<file path="src/rtl/frc_pkg.sv">
// Package: shared constants and the built-in pattern masks for the
// frame-modulation dither. Assumes a four-entry phase cycle.
package frc_pkg;

    localparam int FRC_PHASES = 4;
    localparam int PHASE_W    = $clog2(FRC_PHASES);
    localparam int QTR_W      = 3;

    typedef enum logic [1:0] {
        DEPTH_6   = 2'd0,
        DEPTH_8   = 2'd1,
        DEPTH_10  = 2'd2,
        DEPTH_RSV = 2'd3
    } depth_e;

    // Mask over the four phases for a grey level (1..3 quarters),
    // a pattern set and a per-level pattern choice.
    function automatic logic [FRC_PHASES-1:0] frc_mask(
        input logic       level,
        input logic [1:0] grey,
        input logic       sel
    );
        logic [FRC_PHASES-1:0] single;
        logic [FRC_PHASES-1:0] mask;
        single = 4'b0001 << {sel, level};
        case (grey)
            2'd1:    mask = single;
            2'd3:    mask = ~single;
            2'd2: begin
                case ({sel, level})
                    2'd0:    mask = 4'b0101;
                    2'd1:    mask = 4'b1010;
                    2'd2:    mask = 4'b0011;
                    default: mask = 4'b1100;
                endcase
            end
            default: mask = '0;
        endcase
        return mask;
    endfunction

endpackage

</file>
<file path="src/rtl/frc_frame_ctr.sv">
// Module: frame phase counter. Advances once per frame-start strobe and
// wraps modulo the phase count. A clear input holds it at zero and takes
// priority over the strobe. Assumes the strobe lasts a single cycle per frame.
module frc_frame_ctr #(
    parameter int PHASE_W = 2
) (
    input  logic               clk,
    input  logic               rst_n,
    input  logic               frame_start,
    input  logic               clr,
    output logic [PHASE_W-1:0] count
);

    // Phase register: reset, clear, or advance on frame start.
    always_ff @(posedge clk) begin
        if (!rst_n) begin
            count <= '0;
        end else if (clr) begin
            count <= '0;
        end else if (frame_start) begin
            count <= count + 1'b1;
        end
    end

endmodule

</file>
<file path="src/rtl/frc_pattern_lut.sv">
// Module: round-up decision. Turns a quarter count and a phase index into a
// single round-up bit using the built-in masks. Assumes the quarter count
// lies in 0..4; any value above 3 means always round up.
module frc_pattern_lut
    import frc_pkg::*;
(
    input  logic               level,
    input  logic [2:0]         grey_sel,
    input  logic [QTR_W-1:0]   qtr,
    input  logic [PHASE_W-1:0] phase,
    output logic               round_up
);

    logic [FRC_PHASES-1:0] mask;

    // Pick the mask for the quarter count, then index it by phase.
    always_comb begin
        mask     = '0;
        round_up = 1'b0;
        case (qtr)
            3'd0: round_up = 1'b0;
            3'd1: begin
                mask     = frc_mask(level, 2'd1, grey_sel[0]);
                round_up = mask[phase];
            end
            3'd2: begin
                mask     = frc_mask(level, 2'd2, grey_sel[1]);
                round_up = mask[phase];
            end
            3'd3: begin
                mask     = frc_mask(level, 2'd3, grey_sel[2]);
                round_up = mask[phase];
            end
            default: round_up = 1'b1;
        endcase
    end

endmodule

</file>
<file path="src/rtl/frc_channel.sv">
// Module: one colour channel. Quantises the dropped remainder to quarters,
// asks the pattern lookup whether to round up, and saturates at the top code.
// The output is left-aligned with zeroed low bits. Purely combinational;
// both drop widths must be at least 3.
module frc_channel
    import frc_pkg::*;
#(
    parameter int DATA_W      = 12,
    parameter int DROP_COARSE = 6,
    parameter int DROP_FINE   = 4
) (
    input  logic [DATA_W-1:0]  pix_in,
    input  logic               fine_sel,
    input  logic [PHASE_W-1:0] phase,
    input  logic               level,
    input  logic [2:0]         grey_sel,
    output logic [DATA_W-1:0]  pix_out
);

    localparam int KEEP_C = DATA_W - DROP_COARSE;
    localparam int KEEP_F = DATA_W - DROP_FINE;
    localparam logic [DROP_COARSE:0] HALF_C = (DROP_COARSE+1)'(1) << (DROP_COARSE - 3);
    localparam logic [DROP_FINE:0]   HALF_F = (DROP_FINE+1)'(1) << (DROP_FINE - 3);

    logic [DROP_COARSE:0] sum_c;
    logic [DROP_FINE:0]   sum_f;
    logic [QTR_W-1:0]     qtr;
    logic                 round_up;
    logic [KEEP_C-1:0]    trunc_c, res_c;
    logic [KEEP_F-1:0]    trunc_f, res_f;

    // Remainder plus half a quarter, for both candidate depths.
    always_comb begin
        sum_c = {1'b0, pix_in[DROP_COARSE-1:0]} + HALF_C;
        sum_f = {1'b0, pix_in[DROP_FINE-1:0]} + HALF_F;
        qtr   = fine_sel ? sum_f[DROP_FINE -: QTR_W] : sum_c[DROP_COARSE -: QTR_W];
    end

    frc_pattern_lut u_lut (
        .level    (level),
        .grey_sel (grey_sel),
        .qtr      (qtr),
        .phase    (phase),
        .round_up (round_up)
    );

    // Add the round-up bit unless the kept bits are already all ones.
    always_comb begin
        trunc_c = pix_in[DATA_W-1:DROP_COARSE];
        trunc_f = pix_in[DATA_W-1:DROP_FINE];
        res_c   = (round_up && !(&trunc_c)) ? KEEP_C'(trunc_c + 1'b1) : trunc_c;
        res_f   = (round_up && !(&trunc_f)) ? KEEP_F'(trunc_f + 1'b1) : trunc_f;
        pix_out = fine_sel ? {res_f, {DROP_FINE{1'b0}}} : {res_c, {DROP_COARSE{1'b0}}};
    end

endmodule

</file>
<file path="src/rtl/frc_dither.sv">
// Module: top of the frame-modulation dither. Forms the phase index from the
// coordinates, frame phase and offset, runs one channel slice per colour, and
// registers the result with one cycle of latency. Unsupported depths and a
// disabled block pass pixels through. Configuration is expected to be
// changed only while dithering is off.
module frc_dither
    import frc_pkg::*;
#(
    parameter int DATA_W      = 12,
    parameter int NUM_CH      = 3,
    parameter int COORD_W     = 12,
    parameter int DROP_COARSE = 6,
    parameter int DROP_FINE   = 4
) (
    input  logic                     clk,
    input  logic                     rst_n,
    input  logic                     in_valid,
    input  logic [NUM_CH*DATA_W-1:0] in_pix,
    input  logic [COORD_W-1:0]       in_x,
    input  logic [COORD_W-1:0]       in_y,
    input  logic                     frame_start,
    input  logic                     cfg_enable,
    input  logic [1:0]               cfg_depth,
    input  logic                     cfg_level,
    input  logic [2:0]               cfg_grey_sel,
    input  logic                     cfg_phase_clr,
    input  logic [PHASE_W-1:0]       cfg_phase_ofs,
    output logic                     out_valid,
    output logic [NUM_CH*DATA_W-1:0] out_pix
);

    localparam int PIX_W = NUM_CH * DATA_W;

    logic [PHASE_W-1:0] frame_cnt;
    logic [PHASE_W-1:0] phase;
    logic               dith_on;
    logic               fine_sel;
    logic [PIX_W-1:0]   dith_pix;

    frc_frame_ctr #(.PHASE_W(PHASE_W)) u_frame (
        .clk         (clk),
        .rst_n       (rst_n),
        .frame_start (frame_start),
        .clr         (cfg_phase_clr),
        .count       (frame_cnt)
    );

    // Phase index and mode decode shared by all channels.
    always_comb begin
        phase    = in_x[PHASE_W-1:0] + in_y[PHASE_W-1:0] + frame_cnt + cfg_phase_ofs;
        dith_on  = cfg_enable && ((cfg_depth == DEPTH_6) || (cfg_depth == DEPTH_8));
        fine_sel = (cfg_depth == DEPTH_8);
    end

    for (genvar k = 0; k < NUM_CH; k++) begin : g_ch
        frc_channel #(
            .DATA_W      (DATA_W),
            .DROP_COARSE (DROP_COARSE),
            .DROP_FINE   (DROP_FINE)
        ) u_ch (
            .pix_in   (in_pix[k*DATA_W +: DATA_W]),
            .fine_sel (fine_sel),
            .phase    (phase),
            .level    (cfg_level),
            .grey_sel (cfg_grey_sel),
            .pix_out  (dith_pix[k*DATA_W +: DATA_W])
        );
    end

    // Output register: one cycle of latency, bypass when dithering is off.
    always_ff @(posedge clk) begin
        if (!rst_n) begin
            out_valid <= 1'b0;
            out_pix   <= '0;
        end else begin
            out_valid <= in_valid;
            if (in_valid) begin
                out_pix <= dith_on ? dith_pix : in_pix;
            end
        end
    end

endmodule

</file>
<file path="config.mk">
export PLATFORM = sky130hd
export DESIGN_NAME = frc_dither
export DESIGN_NICKNAME = d
export VERILOG_FILES = /design/src/rtl/frc_pkg.sv /design/src/rtl/frc_frame_ctr.sv /design/src/rtl/frc_pattern_lut.sv /design/src/rtl/frc_channel.sv /design/src/rtl/frc_dither.sv
export SDC_FILE = /design/constraint.sdc
export NUM_CORES = 1
export LEC_CHECK = 0
export BUFFER_PORTS_ARGS = -buffer_cell sky130_fd_sc_hd__buf_2
export CAP_MARGIN = 20
export CORE_ASPECT_RATIO = 0.5
export CORE_MARGIN = 8
export CORE_UTILIZATION = 50
export DETAILED_ROUTE_END_ITERATION = 8
export HOLD_SLACK_MARGIN = 0.06
export PLACE_DENSITY_LB_ADDON = 0.08
export SLEW_MARGIN = 20
export SYNTH_ARGS = -nofsm -noshare
export SYNTH_HDL_FRONTEND = slang
export SYNTH_SLANG_ARGS = --single-unit
</file>
<file path="constraint.sdc">
create_clock -name clk -period 7.6 [get_ports clk]
set_input_delay 1.14 -clock clk [delete_from_list [all_inputs] [get_ports clk]]
set_output_delay 1.14 -clock clk [all_outputs]
set_load 0.02 [all_outputs]
</file>
## Word-level counts from Yosys, hierarchy flattened

Cells that the tools add are included.

- $add $sub $neg: 16
- Magnitude comparators: 1
- Equality and inequality tests: 12
- Shift-type cells: 2
- Multiplexer cells: 44
- Bitwise operators: 2
- Reductions and logical operators: 26

Operators with widths:

| operator | number |
|---|---|
| $mux 12 | 3 |
| $mux 36 | 1 |
| $mux 4 | 9 |
| $add 8x1->8 const B | 3 |
| $mux 8 | 3 |
| $reduce_and 8->1 | 3 |
| $add 6x4->7 const B | 3 |
| $add 6x1->6 const B | 3 |
| $bmux 1 s2 | 9 |
| $eq 3x2->1 const B | 6 |
| $mux 6 | 3 |
| $reduce_and 6->1 | 3 |
| $add 4x2->5 const B | 3 |
| $pmux 1 s4 | 3 |
| $pmux 4 s3 | 1 |
| $eq 3x1->1 const B | 3 |
| $logic_not 3->1 | 3 |
| $mux 1 | 9 |
| $mux 3 | 3 |
| $shl 1x2->4 const A | 2 |
| $logic_and 1x1->1 | 7 |
| $add 2x2->2 | 3 |
| $logic_not 1->1 | 6 |
| $eq 2x1->1 const B | 2 |
| other kinds (8) | 9 |

- Flip-flop bits (word level): 39
- Input bits: 74
- Output and inout port bits: 37
- Word-level logic and storage cells: 106

## Depth between registers and ports, before layout

Gate-level depths: netlist of run 1.

- Word-level depth: 11
- Gate-level depth with buffers: 12
- Mapped depth without buffers: 10

## Hierarchy

Synthesis of run 1 repeated with hierarchy kept, for this count alone.

- Cell total of the unflattened synthesis: 389
- Area total of the unflattened synthesis: 3417.0 µm²

Modules (own cells, without submodules):

| module | instances | cells an instance | area an instance (µm²) | sequential area each (µm²) |
|---|---|---|---|---|
| frc_dither | 1 | 171 | 1695.4 | 740.7 |
| frc_channel | 3 | 52 | 394.1 | 0.0 |
| frc_pattern_lut | 3 | 18 | 151.4 | 0.0 |
| frc_frame_ctr | 1 | 8 | 85.1 | 40.0 |

## Worst setup path before layout of run 1

Ideal clock, no wire load.

- Kind: input to register
- Start: input port in_x[0]
- End: register out_pix[29]
- Library setup time: 0.132 ns
- Arrival time: 3.652 ns
- Required time: 7.468 ns
- Path slack: 3.815 ns
- Cell stages on the path: 10
- Path buffers: 0
- Path through: fa_1 > ha_1 > xnor2_1 > xnor3_2 > mux2i_1 > or4_4 > a41oi_4 > nand2_1 > a32oi_1 > a21oi_1

- Longest elaborated chain between the ends: 10
- Elaborated cells on any way between the ends: 14
- Classes of those cells: add/sub: 3; mux: 10; reduce/logical: 1

Ends and longest elaborated chain:

| item | RTL line | source |
|---|---|---|
| from (decl) | frc_dither.sv:19 | `input logic [COORD_W-1:0] in_x,` |
| $add 2x2->2 * (3 in a row) | frc_dither.sv:50 | `phase = in_x[PHASE_W-1:0] + in_y[PHASE_W-1:0] + frame_cnt + cfg_phase_ofs;` |
| $bmux 1 s2, on equally long branches | frc_pattern_lut.sv:32, frc_pattern_lut.sv:24, frc_pattern_lut.sv:28 |  |
| $mux 1, on equally long branches | frc_pattern_lut.sv:32, frc_pattern_lut.sv:24, frc_pattern_lut.sv:28 |  |
| $pmux 1 s4 * | frc_pattern_lut.sv:20 | `case (qtr)` |
| $logic_and 1x1->1 * | frc_channel.sv:52 | `res_f = (round_up && !(&trunc_f)) ? KEEP_F'(trunc_f + 1'b1) : trunc_f;` |
| $mux 8 * | frc_channel.sv:52 |  |
| $mux 12 * | frc_channel.sv:53 | `pix_out = fine_sel ? {res_f, {DROP_FINE{1'b0}}} : {res_c, {DROP_COARSE{1'b0}}};` |
| $mux 36 * | frc_dither.sv:78 | `out_pix <= dith_on ? dith_pix : in_pix;` |
| to (signal assigned) | frc_dither.sv:78 |  |
| to (decl) | frc_dither.sv:29 | `output logic [NUM_CH*DATA_W-1:0] out_pix` |

Every way passes the cells marked *; elsewhere a longest branch is shown, timed or not. The select of a mux whose other input is x is not followed.
A chain may end at the register's enable or synchronous reset.

## Worst setup path after layout of run 1

Same ends and word-level chain as after synthesis.

==> results.md, run 1 <==
- Number of nets in the layout: 525
- Logic gate share of total power: 0.282
- Power density over the cells: 196 nW/um2
- Number of synthesized flops with an enable pin: 0
- Psw: 0.204 mW
- Normalized max-slew margin: 0.522
- Required time worst endpoint: 7.74 ns
- Top cells by area in the synthesized netlist: sky130_fd_sc_hd__dfxtp_1, sky130_fd_sc_hd__nand2_1, sky130_fd_sc_hd__ha_1
- Average wire length per cell after detail routing: 15.8 um
- Via count of the first global-routing pass: about 3k
- Final Setup Violations: 0
- Proportion of synthesized chip area in sequential cells: 0.273
- Port Buf Inserts: 90
- Type of element launching the critical path: input pin
- GRT Residual Overflow: 0
- Antenna violations before repair: 0
- Slew at the pin closest to its max-slew limit: 0.717 ns
- First-pass iteration count of the detailed router: 4
- Iteration-0 DRC count of the detailed router: about 160
- DRC: 0
- Share of post-route cells with drive strength above 1: 0.259
- Final count of hold timing violations: 0
- Power share of the clock group: 0.392
- Final estimated routing congestion in global placement: 0.850
- Hold WC Path Type: reg -> reg
- Number of synthesized register bits: 39
- DRT antenna net count: 0
- Yosys top cell area share: 0.273
- Number of standard cells after synthesis: 358
- Global-route wire length before repair: about 13000 um
- Minimum period implied by the final worst setup slack: 4.03 ns
- Synth async-reset ratio: 0
- Post-synth net total: 447
- Via total after detailed routing: 2876
- Most frequent cells after synthesis: sky130_fd_sc_hd__nand2_1, sky130_fd_sc_hd__dfxtp_1, sky130_fd_sc_hd__o21ai_0
- Crit path DAT: 4.18 ns
- Library cell contributing the largest single delay on the critical path: sky130_fd_sc_hd__or4_4
- Maximum clock frequency: roughly 250 MHz
- TNS Setup: 0 ns
- Clock latency reported for the late side of the worst-skew pair: 0.28 ns
- Synthesized area: 2860 um2
- Number of violations of the max-capacitance limit: 0
- Die Y-Extent: 69.5 um
- Path type of the worst setup path: in -> reg
- Internal portion of total power: 0.486 mW
- Setup Skew: ~0.0027 ns
- Clock tree sinks: 39
- Endpoint kind of the worst setup timing path: flip-flop
- Setup Buffers After CTS: 0
- Reported leakage power: 1.59 nW
- Largest net degree at the start of global routing: 73
- Peak VDD IR: around 0.11 mV
- Post-cts resize count: 0
- Clock Path Buffers: 2
- Aggregate global-route resource usage: 0.189
- Sequence of cells on the critical path: buf_2 > fa_1 > ha_1 > xnor2_1 > xnor3_2 > mux2i_1 > or4_4 > a41oi_4 > nand2_1 > a32oi_1 > a21oi_1
- Hold bufs inserted after CTS: 0
- Average size of a mapped cell: 8.00 um2
- Clock root buffer: sky130_fd_sc_hd__clkbuf_16
- Setup repair after global routing missed its margin: false
- Count of H-tree levels built during CTS: 2
- Synth-to-Final Area Change: 22.8%
- Final HPWL from detailed placement: between 6000 and 7000 um
- Proportion of power drawn by flip-flops and latches: 0.326
- Outcome: completed
- Wire length reported by the detailed router: 8040 um
- Crit path max-delay family: compound AO/OA/AOI/OAI gates
- Width of the chip: 123 um
- Combined buffer and inverter count along the critical path: 1
- Core area: 5520 um2
- Final Total Pwr: around 0.7 mW
- Synth area leader: sky130_fd_sc_hd__dfxtp_1
- Post-detailed-route via-to-cell ratio: 5.64
- Top-Level Pins: between 100 and 150
- Period Utilization, post-route: 0.531
- Yosys cell types: 55
- Top flip-flop cell by instance count after synthesis: sky130_fd_sc_hd__dfxtp_1
- Clock-pin slew on the worst setup and hold paths: ~0.06 ns
- Starting density of the core: 0.519
- Largest stage delay on the critical path: 0.54 ns
- Switching share of power: 0.296
- Most common cell in the synthesized netlist: sky130_fd_sc_hd__nand2_1
- Total clock buffers created by CTS: 5
- Num rows: 19
- Clock tree from TritonCTS: built
- Number of max-slew violations in the final report: 0
- Total number of yosys warnings: 0
- Maximum fanout along the worst path: 7
- Count of inserted antenna diode cells: 0
- Die footprint: between 8000 and 9000 um2
cell type report:
class / instances / area, um2
Clock buffer: 6 / 129
Clock inverter: 2 / 60.1
Fill cell: 519 / 2000
Inverter: 7 / 26.3
Multi-Input combinational cell: 292 / 1970
Sequential cell: 39 / 781
Tap cell: 73 / 91.3
Timing Repair Buffer: 91 / 458
flip-flops by register name (all words and copies together), names as in the netlist:
register,cells
u_frame.count,2
out_valid,1
out_pix,36
worst register-to-register path, cell delays in order (launching register included):
cell and delay (ns):
sky130_fd_sc_hd__dfxtp_1 0.33, sky130_fd_sc_hd__ha_1 0.25, sky130_fd_sc_hd__xnor2_1 0.19, sky130_fd_sc_hd__xnor3_2 0.32, sky130_fd_sc_hd__mux2i_1 0.22, sky130_fd_sc_hd__or4_4 0.54, sky130_fd_sc_hd__a41oi_4 0.33, sky130_fd_sc_hd__nand2_1 0.17
sky130_fd_sc_hd__a32oi_1 0.32, sky130_fd_sc_hd__a21oi_1 0.11
per-stage QoR:
stage,utilization,worst slack [ns],cell area (um2),hold slack [ns],cells
2_1_floorplan,-,3.82,2860,0.503,358
3_3_place_gp,0.603,3.40,3330,0.445,502
3_5_place_dp,0.603,3.31,3330,0.441,502
4_1_cts,0.637,3.59,3520,0.473,510
5_1_grt,0.637,3.39,3520,0.494,510
6_report,0.637,3.57,3520,0.464,510
cells in the final DEF (no fill, tap or decap), drive strengths merged, types with 8 or more instances in the layout:
master  netlist  routed
a21oi        18      18
dfxtp        39      39
nand2        48      48
nor2         17      17
mux2i         8       8
nand4         8       8
ha           14      14
nor3          9       9
a31oi         8       8
nand2b       18      18
a21boi       12      12
o21ai        28      28
buf           1      91
xnor2        13      13
and3          8       8
nand3        25      25
cells by family (layout without fill, tap and decap cells):
kind of cell	after synthesis	in the layout	synth area share
multiplexers	9	9	0.0319
XOR/XNOR	23	23	0.0896
AO/OA/AOI/OAI	87	87	0.212
buffers and inverters	27	106	0.0393
AND/OR/NAND/NOR	158	158	0.287
flip-flops	39	39	0.273
adder cells (fa/ha/maj)	15	15	0.0682
per-layer routing:
layer	global-route usage	wire length, um
met1	0.252	3820
met2	0.288	3500
met3	0.0617	680
met4	0.0437	35
met5	0	0
worst paths after layout:
path / slack (ns) / cells after the start / end / startpoint
worst max-delay path: 3.57 / 11 / out_pix[29] / in_x[0]
worst min register to register: 0.46 / 2 / out_pix[11] / out_pix[11]
worst min-delay path: 0.46 / 2 / out_pix[11] / out_pix[11]
worst max register to register: 4.69 / 9 / out_pix[29] / u_frame.count[0]
power groups by stage:
stage               clock, mW  combinational [mW]  sequential [mW]
floorplan                   0               0.116            0.246
global placement            0               0.188            0.229
detailed placement          0               0.193            0.229
CTS                     0.277               0.195            0.225
global route            0.285               0.215            0.227
finish                  0.271               0.194            0.225
No activity file was read; power rests on OpenSTA's default activity.
==> inputs of run 2 (changes only) <==
--- a/config.mk
+++ b/config.mk
@@ -5,6 +5,7 @@
 export SDC_FILE = /design/constraint.sdc
 export NUM_CORES = 1
 export LEC_CHECK = 0
+export ABC_AREA = 1
 export BUFFER_PORTS_ARGS = -buffer_cell sky130_fd_sc_hd__buf_2
 export CAP_MARGIN = 20
 export CORE_ASPECT_RATIO = 0.5
==> constraint.sdc (replaced) <==
create_clock -name clk -period 4 [get_ports clk]
set_input_delay 0.6 -clock clk [delete_from_list [all_inputs] [get_ports clk]]
set_output_delay 0.6 -clock clk [all_outputs]
set_load 0.02 [all_outputs]
==> run 2 against run 1 <==
First-iteration DRC count up 43%. Clock-buffer cell count is the same. Combinational power up 140%. Total power rose by 98%. Non-clock buffer count rose by 1. Register-to-register slack worse by 3.0 ns. Synthesized area up 12%. Via count is 20% higher.
==> results.md, run 2 <==
- Largest net degree at the start of global routing: 51
- Normalized max-slew margin: 0.628
- Final count of hold timing violations: 0
- Setup repair after global routing missed its margin: false
- Average size of a mapped cell: ~6.5 um2
- Number of synthesized register bits: 39
- Starting density of the core: 0.524
- Synthesized area: 3210 um2
- Antenna violations before repair: 0
- DRC: 0
- Period Utilization, post-route: 0.703
- Yosys cell types: 40
- Global-route wire length before repair: 15000 um
- Maximum fanout along the worst path: 10
- Most common cell in the synthesized netlist: sky130_fd_sc_hd__nand2_1
- Number of synthesized flops with an enable pin: 0
- Share of synthesized cell area in full adder, half adder and majority cells: 0.0607
- Synth-to-Final Area Change: 20.8%
- First-pass iteration count of the detailed router: 4
- Final Setup Violations: 0
- Wire length reported by the detailed router: 9000 um
- Number of max-slew violations in the final report: 0
- Post-detailed-route via-to-cell ratio: 5.18
- Crit path DAT: 2.96 ns
- Largest registers: out_pix (36), u_frame.count (2), out_valid (1)
- Commonest non-fill, non-tap cells in the layout: sky130_fd_sc_hd__nand2_1, sky130_fd_sc_hd__buf_2, sky130_fd_sc_hd__nand3_1
- Clock latency reported for the late side of the worst-skew pair: 0.28 ns
- Hold bufs inserted after CTS: 0
- Largest register by flop count: out_pix
- Setup Skew: roughly 0.0025 ns
- Outcome: completed
- Width of the chip: 129 um
- Synth Area in Compound Gates: 0.186
- Final cell utilization of the core: 0.633
- DRT antenna net count: 0
- Sequence of cells on the critical path: buf_2 > fa_1 > ha_1 > inv_2 > nor3_1 > or2_0 > nand3_1 > nand2_1 > nand2_1 > nand4_4 > nand2_4 > nand2_1 > nand3_1 > nand3_1 > nand2_1 > a21oi_1
- Slew at the pin closest to its max-slew limit: 0.555 ns
- Filler instances: a little over 600
- Most frequent cells after synthesis: sky130_fd_sc_hd__nand2_1, sky130_fd_sc_hd__nand3_1, sky130_fd_sc_hd__a21oi_1
- Hold WC Path Type: reg -> reg
- Core area: between 6000 and 7000 um2
- Largest stage delay on the critical path: 0.46 ns
- Top cells by area in the synthesized netlist: sky130_fd_sc_hd__dfxtp_1, sky130_fd_sc_hd__nand2_1, sky130_fd_sc_hd__nand3_1
- Area share of and/or/nand/nor cells after synthesis: 0.379
- Die Y-Extent: 72.7 um
- Post-synth net total: just under 600
- Maximum clock frequency: 355 MHz
- Combined buffer and inverter count along the critical path: 2
- Number of standard cells after synthesis: 496
- Aggregate global-route resource usage: 0.196
- Post-cts resize count: 0
- Clock root buffer: sky130_fd_sc_hd__clkbuf_16
- Port Buf Inserts: 90
- Via count of the first global-routing pass: 3178
- Power density over the cells: 353 nW/um2
- Share of post-route cells with drive strength above 1: 0.249
- Die footprint: 9410 um2
- Clock Path Buffers: 2
- Final estimated routing congestion in global placement: 0.875
- Clock tree from TritonCTS: built
- Count of H-tree levels built during CTS: 2
- Clock tree sinks: 39
- Top-Level Pins: 111
- Via total after detailed routing: 3450
- Final HPWL from detailed placement: 6840 um
- Proportion of synthesized chip area in sequential cells: 0.243
- Total clock buffers created by CTS: 5
- Endpoint kind of the worst setup timing path: flip-flop
- Area of all placed cells without fillers: 3880 um2
- Area share of xor/xnor cells in the synthesized design: 0.0463
- Crit path max-delay family: simple AND/OR/NAND/NOR gates
- Total number of yosys warnings: 0
- Area after DPL: between 3000 and 4000 um2
- Count of inserted antenna diode cells: 0
- Minimum period implied by the final worst setup slack: 2.81 ns
- Clock-pin slew on the worst setup and hold paths: 0.06 ns
- Synth area leader: sky130_fd_sc_hd__dfxtp_1
- GRT Residual Overflow: 0
- Setup Buffers After CTS: 0
- Type of element launching the critical path: input pin
- Required time worst endpoint: around 4.2 ns
- Top flip-flop cell by instance count after synthesis: sky130_fd_sc_hd__dfxtp_1
- Number of nets in the layout: 666
- Path type of the worst setup path: in -> reg
- Flip-flop count of the largest register, all copies and words added: 36
- Num rows: 20
- Dominant combinational cell family by area after synthesis: simple AND/OR/NAND/NOR gates
- Commonest non-fill, non-tap cell in the layout: sky130_fd_sc_hd__nand2_1
- Peak VDD IR: 0.144 mV
- Average wire length per cell after detail routing: 13.5 um
- TNS Setup: 0 ns
- Library cell contributing the largest single delay on the critical path: sky130_fd_sc_hd__fa_1
- Mux share of post-synthesis cell area: 0
- Iteration-0 DRC count of the detailed router: 231
- Most used cell along the critical path: sky130_fd_sc_hd__nand2_1
- Synth async-reset ratio: 0
- Reported leakage power: just under 2 nW
- Yosys top cell area share: 0.243
- Number of violations of the max-capacitance limit: 0
## run 2: changes by cell type after synthesis, sizes merged, moves of 13 or more
cell and change:
inv +40, a21oi +36, nor2 +13, nand2b -18
nand2 +95, nand3 +32
## run 2: layout make-up
type | count | area, um2 | area share
tap | 88 | 110 | 0.0284
inverter | 50 | 193 | 0.0496
sequential | 39 | 781 | 0.201
timing repair buffer | 92 | 465 | 0.120
clock inverter | 2 | 35.0 | 0.00902
multi-input combinational | 389 | 2160 | 0.556
clock buffer | 6 | 139 | 0.0358
## run 2: cells by family after synthesis
kind of cell             after synthesis
buffers and inverters                 68
flip-flops                            39
adder cells (fa/ha/maj)               15
AND/OR/NAND/NOR                      252
AO/OA/AOI/OAI                        105
XOR/XNOR                              17
## run 2: power breakdown
group          switching (mW)  total [mW]  internal (mW)
Clock                   0.159       0.469          0.310
Sequential             0.0132       0.430          0.417
Combinational           0.309       0.470          0.161
Total                   0.481        1.37          0.888
## run 2: metal layers
metal / vias to the layer above / global-route usage / part of all wire
li1: 1808 / - / -
met1: 1549 / 0.243 / 0.46
met2: 88 / 0.331 / 0.46
met3: 5 / 0.0547 / 0.076
met4: 0 / 0.0439 / 0.0053
met5: - / 0 / 0
## run 2: metrics by stage
step	worst slack, ns	hold WS, ns	std cells	power (mW)
2_1_floorplan	1.28	0.473	496	0.775
3_3_place_gp	0.920	0.455	658	0.900
3_5_place_dp	0.887	0.453	658	0.907
4_1_cts	1.17	0.463	666	1.38
5_1_grt	0.884	0.498	666	1.46
6_report	1.19	0.463	666	1.37
## run 2: final timing paths
path,startpoint,end,slack (ns),depth (start not counted)
min reg2reg,out_pix[31],out_pix[31],0.46,2
max reg2reg,u_frame.count[0],out_pix[7],1.73,14
min,out_pix[31],out_pix[31],0.46,2
max,in_x[0],out_pix[7],1.19,16
## run 2: worst reg2reg max path, cell delays in order, from the launching register on
cell and delay, ns:
sky130_fd_sc_hd__dfxtp_1 0.33, sky130_fd_sc_hd__ha_1 0.39, sky130_fd_sc_hd__inv_2 0.13, sky130_fd_sc_hd__nor3_1 0.05, sky130_fd_sc_hd__or2_0 0.19, sky130_fd_sc_hd__nand3_1 0.08, sky130_fd_sc_hd__nand2_1 0.11, sky130_fd_sc_hd__nand2_1 0.12
sky130_fd_sc_hd__nand4_4 0.22, sky130_fd_sc_hd__nand2_4 0.19, sky130_fd_sc_hd__nand2_1 0.06, sky130_fd_sc_hd__nand3_1 0.06, sky130_fd_sc_hd__nand3_1 0.07, sky130_fd_sc_hd__nand2_1 0.07, sky130_fd_sc_hd__a21oi_1 0.06
